**config.mk**
```make
export PLATFORM = sky130hd
export DESIGN_NAME = i2c_cmd_seq
export DESIGN_NICKNAME = d
export VERILOG_FILES = /design/src/rtl/i2cseq_pkg.sv /design/src/rtl/i2cseq_ctrl.sv /design/src/rtl/i2cseq_dp.sv /design/src/rtl/i2c_cmd_seq.sv
export SDC_FILE = /design/constraint.sdc
export NUM_CORES = 1
export LEC_CHECK = 0
export BUFFER_PORTS_ARGS = -buffer_cell sky130_fd_sc_hd__clkbuf_2
export CORE_UTILIZATION = 35
export CTS_CLUSTER_DIAMETER = 40
export CTS_CLUSTER_SIZE = 30
export DETAILED_ROUTE_END_ITERATION = 6
export PLACE_DENSITY_LB_ADDON = 0.08
export SYNTH_ARGS = -nofsm -noshare
export SYNTH_HDL_FRONTEND = slang
export SYNTH_SLANG_ARGS = --single-unit
```
**constraint.sdc**
```tcl
create_clock -name clk -period 2.4 [get_ports clk]
set_input_delay 0.36 -clock clk [delete_from_list [all_inputs] [get_ports clk]]
set_output_delay 0.36 -clock clk [all_outputs]
set_load 0.05 [all_outputs]
```
**src/rtl/i2cseq_pkg.sv**
```systemverilog
package i2cseq_pkg;
  localparam int REG_CTRL = 'h00;
  localparam int REG_TIMA = 'h04;
  localparam int REG_TIMB = 'h08;
  localparam int REG_IEN  = 'h0C;
  localparam int REG_STS  = 'h10;
  localparam int REG_CMD  = 'h14;
  localparam int REG_BUF  = 'h20;

  localparam logic [31:0] CTRL_MASK = 32'h0071_C3FF;
  localparam logic [31:0] TIMA_MASK = 32'h0FFF_FF0F;
  localparam logic [31:0] TIMB_MASK = 32'h0000_0007;

  localparam int STS_W = 15;
  localparam int CMD_W = 16;
  localparam int PEND_W = 6;

  localparam int C_BEGIN = 0;
  localparam int C_SEND  = 1;
  localparam int C_RECV  = 3;
  localparam int C_LAST  = 4;
  localparam int C_END   = 5;

  localparam int S_ACK  = 0;
  localparam int S_NAK  = 1;
  localparam int S_RXD  = 2;
  localparam int S_STOP = 4;
  localparam int S_ABN  = 5;

  localparam logic [3:0] PH_IDLE   = 4'h0;
  localparam logic [3:0] PH_ACTIVE = 4'h8;
  localparam logic [3:0] PH_BEGIN  = 4'h9;
  localparam logic [3:0] PH_REBGN  = 4'hA;
  localparam logic [3:0] PH_END    = 4'hB;
  localparam logic [3:0] PH_RECV   = 4'hD;
  localparam logic [3:0] PH_SEND   = 4'hF;

  typedef enum logic [1:0] {
    OP_BEGIN = 2'd0,
    OP_SEND  = 2'd1,
    OP_RECV  = 2'd2,
    OP_END   = 2'd3
  } engOp_t;

  typedef struct packed {
    logic [PEND_W-1:0] clrCmd;
    logic [STS_W-1:0]  setSts;
    logic              setPhase;
    logic [3:0]        phaseVal;
    logic              loadRx;
  } seqStrobe_t;
endpackage

```
**src/rtl/i2cseq_ctrl.sv**
```systemverilog
module i2cseq_ctrl
  import i2cseq_pkg::*;
(
  input  logic              clk,
  input  logic              rstN,
  input  logic [PEND_W-1:0] pend,
  input  logic [3:0]        phase,
  input  logic              rxDone,
  input  logic              engDone,
  input  logic              engAck,
  output seqStrobe_t        strobe,
  output logic              engReq,
  output logic [1:0]        engOp,
  output logic              engNakLast
);
  logic   busyQ;
  engOp_t opQ;
  logic   nakQ;
  logic   launch;
  engOp_t nextOp;

  always_comb begin
    strobe = '0;
    launch = 1'b0;
    nextOp = OP_BEGIN;
    if (!busyQ) begin
      if (pend[C_BEGIN]) begin
        launch          = 1'b1;
        nextOp          = OP_BEGIN;
        strobe.setPhase = 1'b1;
        strobe.phaseVal = phase[3] ? PH_REBGN : PH_BEGIN;
      end else if (pend[C_SEND]) begin
        launch          = 1'b1;
        nextOp          = OP_SEND;
        strobe.setPhase = 1'b1;
        strobe.phaseVal = PH_SEND;
      end else if ((pend[C_RECV] || pend[C_LAST]) && !rxDone) begin
        launch          = 1'b1;
        nextOp          = OP_RECV;
        strobe.setPhase = 1'b1;
        strobe.phaseVal = PH_RECV;
      end else if (pend[C_END]) begin
        strobe.setPhase = 1'b1;
        if (phase[3]) begin
          launch          = 1'b1;
          nextOp          = OP_END;
          strobe.phaseVal = PH_END;
        end else begin
          strobe.setSts[S_ABN] = 1'b1;
          strobe.clrCmd[C_END] = 1'b1;
          strobe.phaseVal      = PH_IDLE;
        end
      end
    end else if (engDone) begin
      strobe.setPhase = 1'b1;
      strobe.phaseVal = PH_ACTIVE;
      case (opQ)
        OP_BEGIN: begin
          if (engAck) strobe.setSts[S_ACK] = 1'b1;
          else        strobe.setSts[S_NAK] = 1'b1;
          strobe.clrCmd[C_BEGIN] = 1'b1;
          strobe.clrCmd[C_SEND]  = 1'b1;
        end
        OP_SEND: begin
          if (engAck) strobe.setSts[S_ACK] = 1'b1;
          else        strobe.setSts[S_NAK] = 1'b1;
          strobe.clrCmd[C_SEND] = 1'b1;
        end
        OP_RECV: begin
          strobe.loadRx         = 1'b1;
          strobe.setSts[S_RXD]  = 1'b1;
          strobe.clrCmd[C_RECV] = 1'b1;
          strobe.clrCmd[C_LAST] = 1'b1;
        end
        default: begin
          strobe.setSts[S_STOP] = 1'b1;
          strobe.clrCmd[C_END]  = 1'b1;
          strobe.phaseVal       = PH_IDLE;
        end
      endcase
    end
  end

  always_ff @(posedge clk) begin
    if (!rstN) begin
      busyQ <= 1'b0;
      opQ   <= OP_BEGIN;
      nakQ  <= 1'b0;
    end else if (launch) begin
      busyQ <= 1'b1;
      opQ   <= nextOp;
      nakQ  <= pend[C_LAST];
    end else if (busyQ && engDone) begin
      busyQ <= 1'b0;
    end
  end

  assign engReq     = busyQ;
  assign engOp      = opQ;
  assign engNakLast = nakQ;
endmodule

```
**src/rtl/i2cseq_dp.sv**
```systemverilog
module i2cseq_dp
  import i2cseq_pkg::*;
#(
  parameter int ADDR_W = 6,
  parameter int DATA_W = 32
) (
  input  logic              clk,
  input  logic              rstN,
  input  logic              wrEn,
  input  logic [ADDR_W-1:0] addr,
  input  logic [DATA_W-1:0] wdata,
  output logic [DATA_W-1:0] rdData,
  input  seqStrobe_t        strobe,
  input  logic [7:0]        rxByte,
  input  logic              engBusy,
  output logic [PEND_W-1:0] pend,
  output logic [3:0]        phase,
  output logic              rxDone,
  output logic [7:0]        txByte,
  output logic              irq
);
  logic [DATA_W-1:0] ctrlQ, timAQ, timBQ;
  logic [STS_W-1:0]  ienQ, stsQ;
  logic [CMD_W-1:0]  pendQ;
  logic [3:0]        phaseQ;
  logic [15:0]       bufQ;
  logic              irqQ;
  logic              hit [7];
  logic              cmdOk;
  logic [CMD_W-1:0]  clrWide;
  logic [STS_W-1:0]  stsClr;

  localparam int OFFS [7] = '{REG_CTRL, REG_TIMA, REG_TIMB, REG_IEN,
                              REG_STS, REG_CMD, REG_BUF};

  for (genvar g = 0; g < 7; g++) begin : g_dec
    assign hit[g] = wrEn && (addr == ADDR_W'(OFFS[g]));
  end

  assign cmdOk   = ctrlQ[0] | ctrlQ[1];
  assign clrWide = CMD_W'(strobe.clrCmd);
  assign stsClr  = hit[4] ? wdata[STS_W-1:0] : '0;

  always_ff @(posedge clk) begin
    if (!rstN) begin
      ctrlQ  <= '0;
      timAQ  <= '0;
      timBQ  <= '0;
      ienQ   <= '0;
      stsQ   <= '0;
      pendQ  <= '0;
      phaseQ <= PH_IDLE;
      bufQ   <= '0;
      irqQ   <= 1'b0;
    end else begin
      if (hit[0]) ctrlQ <= wdata & DATA_W'(CTRL_MASK);
      if (hit[1]) timAQ <= wdata & DATA_W'(TIMA_MASK);
      if (hit[2]) timBQ <= wdata & DATA_W'(TIMB_MASK);
      if (hit[3]) ienQ  <= wdata[STS_W-1:0];
      stsQ  <= (stsQ & ~stsClr) | strobe.setSts;
      pendQ <= (pendQ & ~clrWide) |
               ((hit[5] && cmdOk) ? wdata[CMD_W-1:0] : '0);
      if (strobe.setPhase) phaseQ <= strobe.phaseVal;
      if (strobe.loadRx)   bufQ <= {rxByte, 8'h00};
      else if (hit[6])     bufQ <= {8'h00, wdata[7:0]};
      irqQ <= |(stsQ & ienQ);
    end
  end

  always_comb begin
    rdData = '0;
    case (addr)
      ADDR_W'(REG_CTRL): rdData = ctrlQ;
      ADDR_W'(REG_TIMA): rdData = timAQ;
      ADDR_W'(REG_TIMB): rdData = timBQ;
      ADDR_W'(REG_IEN):  rdData = DATA_W'(ienQ);
      ADDR_W'(REG_STS):  rdData = DATA_W'(stsQ);
      ADDR_W'(REG_CMD):  rdData = DATA_W'({phaseQ, 2'b00, engBusy, pendQ});
      ADDR_W'(REG_BUF):  rdData = DATA_W'(bufQ);
      default:           rdData = '0;
    endcase
  end

  assign pend   = pendQ[PEND_W-1:0];
  assign phase  = phaseQ;
  assign rxDone = stsQ[S_RXD];
  assign txByte = bufQ[7:0];
  assign irq    = irqQ;
endmodule

```
**src/rtl/i2c_cmd_seq.sv**
```systemverilog
module i2c_cmd_seq
  import i2cseq_pkg::*;
#(
  parameter int ADDR_W = 6,
  parameter int DATA_W = 32
) (
  input  logic              clk,
  input  logic              rstN,
  input  logic              wrEn,
  input  logic [ADDR_W-1:0] addr,
  input  logic [DATA_W-1:0] wdata,
  output logic [DATA_W-1:0] rdData,
  output logic              engReq,
  output logic [1:0]        engOp,
  output logic [7:0]        engByte,
  output logic              engNakLast,
  input  logic              engDone,
  input  logic              engAck,
  input  logic [7:0]        engRxByte,
  input  logic              engBusy,
  output logic              irq
);
  seqStrobe_t        strobe;
  logic [PEND_W-1:0] pend;
  logic [3:0]        phase;
  logic              rxDone;

  i2cseq_ctrl u_ctrl (
    .clk(clk), .rstN(rstN), .pend(pend), .phase(phase), .rxDone(rxDone),
    .engDone(engDone), .engAck(engAck), .strobe(strobe),
    .engReq(engReq), .engOp(engOp), .engNakLast(engNakLast)
  );

  i2cseq_dp #(.ADDR_W(ADDR_W), .DATA_W(DATA_W)) u_dp (
    .clk(clk), .rstN(rstN), .wrEn(wrEn), .addr(addr), .wdata(wdata),
    .rdData(rdData), .strobe(strobe), .rxByte(engRxByte),
    .engBusy(engBusy), .pend(pend), .phase(phase), .rxDone(rxDone),
    .txByte(engByte), .irq(irq)
  );
endmodule

```
-- Word level (Yosys, flattened, before mapping)
Index checks and enable logic that the tools add are counted.
- register bits after elaboration: 114
- bits of input ports: 52
- output and inout port bits: 45
- word-level logic and storage cells: 101
- eq/ne operators: 8
- mux-type cells: 51
- bitwise gates (word level): 9
- reduce and logical (&&, ||, !) cells: 20
- operators by type and width (kind ; count):
    case mux 28 bit (7 select lines) ; 1
    two-way mux 16 bit ; 3
    bitwise AND 15 bit ; 2
    two-way mux 5 bit ; 5
    two-way mux 1 bit ; 24
    two-way mux 2 bit ; 12
    bitwise AND 16 bit ; 1
    NOT 6 -> 16 bit ; 1
    OR 16 bit ; 1
    two-way mux 15 bit ; 1
    NOT 15 bit ; 1
    OR 15 x 6 -> 15 bit ; 1
    OR reduction 15 bit ; 1
    equality test 6 x 4 -> 1 bit, second input constant ; 2
    equality test 6 x 5 -> 1 bit, second input constant ; 2
    logical AND 1 bit ; 10
    two-way mux 9 bit ; 1
    two-way mux 4 bit ; 2
    equality test 6 x 3 -> 1 bit, second input constant ; 1
    equality test 6 bit, second input constant ; 1
    logical NOT 6 bit ; 1
    two-way mux 3 bit ; 2
    nonzero test 2 bit ; 2
    OR reduction 2 bit ; 2
    8 further kinds ; 8

-- Longest topological paths before layout
Gate-level depths: netlist (run 1).
- word-level depth: 9
- gate-level depth with buffers: 8
- gate-level depth less buffers: 4

-- Cells and area by module
Synthesis (run 1) repeated with hierarchy kept, for this count alone.
- cells, all modules: 677
- area total of the unflattened synthesis: 5621.6 um^2
- by module, submodules not included (module ; times used ; cells each ; area an instance (um^2) ; seq. area each (um^2)):
    i2cseq_dp ; 1 ; 615 ; 5182.5 ; 2202.1
    i2cseq_ctrl ; 1 ; 62 ; 439.2 ; 80.1

-- Worst setup path before layout (run 1)
No wires, ideal clock.
- path kind: input to output
- start point: in addr[2]
- end point: out rdData[10]
- arrival time: 1.881 ns
- required time: 2.040 ns
- slack: 0.159 ns
- cell stages on the path: 8
- path buffers: 4
- cells stage by stage: buf_2 -> nor2b_1 -> buf_2 -> and3_1 -> buf_2 -> buf_2 -> a221oi_1 -> nand2_1
- cells in the longest elaborated chain, start to end: 2
- elaborated cells between the ends (all ways): 8
- those cells by class: 6 x eq/ne; 1 x mux; 1 x reduce/logical
- ends and longest elaborated chain (item ; RTL line ; text):
    from (decl) ; i2c_cmd_seq.sv:10 ; input logic [ADDR_W-1:0] addr,
    equality test 6 bit (tied with other cells) ; i2cseq_dp.sv:72 ; case (addr)
    case mux 28 bit (7 select lines) (*) ; i2cseq_dp.sv:72 ;
    to (decl) ; i2c_cmd_seq.sv:12 ; output logic [DATA_W-1:0] rdData,
Mark *: on every way between the ends. The rest lies on a longest branch, timed or not.

-- Worst setup path in the final report (run 1)
- start point: in addr[4]
- end point: out rdData[2]
The elaborated chain is that of the path after synthesis.

==> results of run 1 <==
## flip-flops by register name, indices dropped and copies added, names as in the netlist
signal,flops
u_dp.phase,4
u_dp.ctrlQ,16
u_ctrl.engOp,2
u_dp.stsQ,15
u_dp.timAQ,24
u_dp.irq,1
u_dp.bufQ,16
u_ctrl.engReq,1
u_ctrl.engNakLast,1
u_dp.ienQ,15
u_dp.pendQ,16
u_dp.timBQ,3
## synth_stat cells, types with 2 or more instances
cell	count	share of area [%]
nor3b_1	2	0.31
nand3_1	79	8.1
nand4_1	2	0.26
mux2_2	13	3.0
a31oi_1	3	0.38
nand2_1	96	7.4
o21a_1	2	0.31
buf_4	12	1.8
a32o_1	2	0.41
buf_2	10	1.0
a222oi_1	10	2.0
a22oi_1	13	2.0
and3_1	11	1.4
o21ai_0	38	3.9
a21boi_0	2	0.31
nand3b_1	9	1.4
o21ai_1	38	3.9
dfxtp_1	114	47
nand4b_1	2	0.36
and2_1	2	0.26
a221oi_1	6	1.1
buf_1	8	0.61
a21oi_1	28	2.9
inv_1	4	0.31
a22o_1	12	2.1
o22ai_1	4	0.51
clkbuf_1	27	2.1
nor2b_1	2	0.26
nor3_1	2	0.20
a32oi_1	3	0.54
nor2_1	8	0.61
nand2b_1	2	0.26
## layer usage
layer | wire length (µm) | up-vias
met4 | 167 | 0
met5 | 0 | -
met2 | 6900 | 130
li1 | - | 2272
met1 | 7020 | 2212
met3 | 785 | 11
## through the flow
step	instances	instance area [µm²]	setup WS, ns	hold WS [ns]
after detailed placement	819	5870	0.177	0.440
after CTS	851	6560	0.184	0.126
final	851	6560	0.186	0.136
after global placement	819	5870	0.187	0.435
after floorplan	587	4910	0.159	0.421
after global routing	851	6560	0.0750	0.127
## power groups by stage
stage,sequential (mW),combinational (mW),clock (mW)
final,1.90,0.201,2.94
after global routing,1.90,0.219,3.09
after CTS,1.90,0.202,3.00
after detailed placement,1.94,0.202,0
after global placement,1.94,0.198,0
after floorplan,1.94,0.112,0
## worst paths after layout
path,end,slack (ns),cells past startpoint
setup reg to reg,u_dp.bufQ[11]$_SDFFE_PN0P_,0.45,4
setup / recovery,rdData[2],0.19,8
hold / removal,u_dp.stsQ[14]$_SDFF_PN0_,0.14,2
hold reg to reg,u_dp.timAQ[26]$_SDFFE_PN0P_,0.45,2
## critical path: stages
cell and delay (ns):
clkbuf_2 0.13, nor4_2 0.30, buf_4 0.25, and2_1 0.20
buf_4 0.20, a22oi_1 0.11, nand3_1 0.14, buf_12 0.15
## cell families (layout without fill, tap and decap cells)
logic type             count (synthesis)  after routing  share of synthesized area (%)
buffers and inverters                 62            150                           6.08
multiplexers                          14             14                           3.22
AND/OR/NAND/NOR                      225            225                           22.4
AO/OA/AOI/OAI                        168            168                           21.7
flip-flops                           114            114                           46.6
other                                  1              4                         0.0766
## area by class of cell
type                       count  area (µm²)  area share, %
multi-input combinational    411        2330           35.5
sequential                   114        2280           34.8
timing repair buffer         114        1020           15.6
clock buffer                  18         429           6.54
clock inverter                14         260           3.97
tap                          176         220           3.36
inverter                       4        15.0          0.229
==> impl_metrics.ini, run 1 <==
[sta]
rsz0062_at_grt = false
setup_tns_ns = 0
report.final.slew_viol_count = 0
fmax_mhz = 452
relSlewSlack_pct = 36.6
period_needed_ns = 2.21
period_share_pct = 92.2
worst_pin_slew_ns = 0.951
skew_ns = 0.0101
setup_viol = 0
hold_viol_final = 0

[power_and_ir_drop]
max-vdd-ir-drop_uv = 480
power_density_nw_per_um2 = 769
power_leakage_nw = 2.60
p_comb_share_pct = 4.0
internal_power_mw = 4.01
switchingPower_mw = 1.04
switching_share_pct = 20.6
seqPwrFrac_pct = 37.7
design_power_total_mw = 5.04
power.share.clock_pct = 58.3

[cts]
cts_sinks = 114
htreeDepth = 4
clkSlewWorstSetupHoldPaths_ns = 0.06
cts_resized = 0
clock_latency_ns = 0.41
tritoncts = built
postCtsSetupBuffers = 0
cts_made_buffers = 17
max-clock-path-buffers = 2
hold_buffers = 0
clk_root_buffer_cell = clkbuf_16

[floorplan]
die_w_um = 120
core_area_um2 = 13500
die_h_um = 120
start_util_pct = 36.4
io_pins = 97
dieArea_um2 = 14500
rows = 42

[route]
postRouteAntennaNets = 0
drt_iter0_markers = 339
wl_um = 14900
vias_per_cell = 5.43
drc = 0
via_count = 4625
routedWlPerCell_um = 17.5
dr.pass1.iters = 5

[flow_run]
max-cap-violations = 0

[logic_synthesis]
syn_area_um2 = 4900
syn_inst = 584
synth_seq_area_share_pct = 46.6
synth_edf_count = 0
synth_ff_type = dfxtp_1
ys_seq_elements = 114
synth_area_per_cell_um2 = 8.39
yosysWarnings = 0
async_flop_share_pct = 0
synth.distinct_cells = 50

[layout]
layout_common_cells = 114 x dfxtp_1, 96 x nand2_1, 79 x nand3_1, 63 x clkbuf_2
drive_gt1_share_pct = 24.4
syn2layout_area_growth_pct = 33.9
fillers = 1298
num-nets-final = 714
diodes = 0
finish.utilization_pct = 48.8
final_common_cell = dfxtp_1

[critical_path]
reg2reg_from = u_ctrl.engOp[0]$_SDFFE_PN0P_
path_class = input port to output pin
crit_path_end_kind = output pin
cp.required_ns = 2.04
crit_arrival_ns = 1.85
startpoint = addr[4]
crit_fanout = 17
start_kind = input port

[outcome]
status = completed

[global_route]
grt_use_met1_pct = 28.9
grt_pass1_vias = 4280
grt_max_degree = 76
grt_usage_pct = 21.4
use_met2_pct = 33.8
grt_pass1_wl_um = 23300
busiest_layer = met2
antenna_found_initial = 0
gr-total-overflow = 0
use_met3_pct = 5.05

[place]
finalWeightedCongestion = 0.835
portBuffers = 88
hpwl_um = 10200

[hold_path]
hold_start = wdata[14]
hold_class = input port to flip-flop
(Power assumes the default switching activity.)
==> run 2: changes to the inputs <==
--- a/config.mk
+++ b/config.mk
@@ -6,7 +6,9 @@
 export NUM_CORES = 1
 export LEC_CHECK = 0
 export BUFFER_PORTS_ARGS = -buffer_cell sky130_fd_sc_hd__clkbuf_2
+export CORE_ASPECT_RATIO = 0.7
 export CORE_UTILIZATION = 35
+export CTS_BUF_LIST = sky130_fd_sc_hd__clkbuf_16
 export CTS_CLUSTER_DIAMETER = 40
 export CTS_CLUSTER_SIZE = 30
 export DETAILED_ROUTE_END_ITERATION = 6
==> run 2 against run 1 <==
  * Sequential power about the same
  * Non-clock buffer count up 2
  * Final area down 0.34%
  * Combinational power up 3%
  * Clock skew down 0.0018 ns
  * Die area about the same
  * Sequential share of layout area up 0.12 points
  * Fmax down 0.69%
  * Worst hold slack worse by 0.0052 ns
  * Core utilization about the same
  * Routed wire length up 2.0%
==> impl_metrics.ini, run 2 (synthesis results as in run 1) <==
[outcome]
status = completed

[route]
drc = 0
wl_um = 15200
vias_per_cell = 5.36
routedWlPerCell_um = 17.6
postRouteAntennaNets = 0
drt_iter0_markers = 373
via_count = 4624
dr.pass1.iters = 6

[critical_path]
cpPeakStageDelay_ns = 0.29
cp.required_ns = 2.04
reg2reg_depth = 4
crit_fanout = 17
path_cells = clkbuf_2 -> nor4_2 -> buf_4 -> and2_1 -> buf_12 -> a22oi_1 -> nand3_1 -> buf_12
cpMostUsedCell = buf_12
path_class = input port to output pin
crit_arrival_ns = 1.87
crit_path_end_kind = output pin
start_kind = input port
cp_slowest_cell = nor4_2

[floorplan]
rows = 35
dieArea_um2 = 14500
core_area_um2 = 13400
die_h_um = 101
io_pins = 97
die_w_um = 143
start_util_pct = 36.6

[cts]
htreeDepth = 4
clkSlewWorstSetupHoldPaths_ns = 0.05
tritoncts = built
hold_buffers = 0
cts_made_buffers = 17
cts_sinks = 114
max-clock-path-buffers = 2
clock_latency_ns = 0.41
clk_root_buffer_cell = clkbuf_16

[sta]
worst_hold_slack_ns = 0.131
worst_pin_slew_ns = 0.927
setup_viol = 0
skew_ns = 0.00828
rsz0062_at_grt = false
relSlewSlack_pct = 38.2
fmax_mhz = 449
period_share_pct = 92.9
setup_tns_ns = 0
period_needed_ns = 2.23
report.final.slew_viol_count = 0
hold_viol_final = 0

[power_and_ir_drop]
power.share.clock_pct = 54.9
switching_share_pct = 21.6
max-vdd-ir-drop_uv = 512
power_density_nw_per_um2 = 715
seqPwrFrac_pct = 40.7
p_comb_share_pct = 4.4
switchingPower_mw = 1.01
internal_power_mw = 3.67
power_leakage_nw = 2.60

[place]
finalWeightedCongestion = 0.827
hpwl_um = 10600
portBuffers = 88

[layout]
syn2layout_area_growth_pct = 33.5
final_common_cell = dfxtp_1
drive_gt1_share_pct = 24.1
largest_register_ffs = 24
layout_common_cells = 114 x dfxtp_1, 96 x nand2_1, 79 x nand3_1, 61 x clkbuf_2
top_register = u_dp.timAQ
num-nets-final = 716
diodes = 0
fillers = 1292

[global_route]
antenna_found_initial = 0
grt_max_degree = 120
grt_pass1_vias = 4368
grt_pass1_wl_um = 23900
grt_usage_pct = 22.3
gr-total-overflow = 0

[hold_path]
hold_depth = 2
hold_class = input port to flip-flop

[flow_run]
max-cap-violations = 0
-- run 2: metrics by stage --
step	worst slack [ns]	cells	utilization, %	cell area (µm²)	total power [mW]
after floorplan	0.159	587	-	4910	2.05
after global placement	0.160	830	44.3	5940	2.15
after detailed placement	0.127	830	44.3	5940	2.15
after CTS	0.117	862	48.8	6540	4.70
after global routing	0.0511	862	48.8	6540	4.83
final	0.171	862	48.8	6540	4.68
-- run 2: area by class of cell --
type                            instances  area, µm²  share of cell area, %
Sequential cell                       114       2280                   34.9
Inverter                                4       15.0                  0.230
Timing Repair Buffer                  116       1080                   16.5
Clock inverter                         15        173                   2.64
Tap cell                              185        231                   3.54
Multi-Input combinational cell        411       2330                   35.6
Clock buffer                           17        425                   6.51
-- run 2: worst paths after layout --
check,startpoint,end,slack [ns]
setup reg to reg,u_ctrl.engOp[0]$_SDFFE_PN0P_,u_dp.bufQ[11]$_SDFFE_PN0P_,0.55
hold / removal,wdata[11],u_dp.stsQ[11]$_SDFF_PN0_,0.13
setup / recovery,addr[4],rdData[2],0.17
hold reg to reg,u_dp.pendQ[13]$_SDFF_PN0_,u_dp.pendQ[13]$_SDFF_PN0_,0.45
-- run 2: timing repair --
action | 4_1_cts | 5_1_grt
buffers inserted | 0 | 0
gates resized for setup | 0 | 1
setup endpoints to repair | 0 | 4
-- run 2: worst max-delay path: cells and delay by family --
family | cells | cell delay (ns)
AOI/OAI and AO/OA | 1 | 0.10
buffers and inverters | 4 | 0.72
and+or+nand+nor | 3 | 0.69
-- run 2: per-layer routing --
layer  share of wire (%)  wire, µm  vias to the layer above  track usage (%)
li1                    -         -                     2284                -
met1                  50      7590                     2186             31.7
met2                  43      6470                      132             32.8
met3                 5.6       842                       22             4.23
met4                 1.8       266                        0             8.92
met5                   0         0                        -                0
-- run 2: power groups by stage --
stage / Clock [mW] / Combinational, mW / Sequential [mW]
finish: 2.57 / 0.207 / 1.90
global route: 2.71 / 0.224 / 1.90
CTS: 2.60 / 0.207 / 1.90
detailed placement: 0 / 0.206 / 1.94
global placement: 0 / 0.204 / 1.94
floorplan: 0 / 0.112 / 1.94
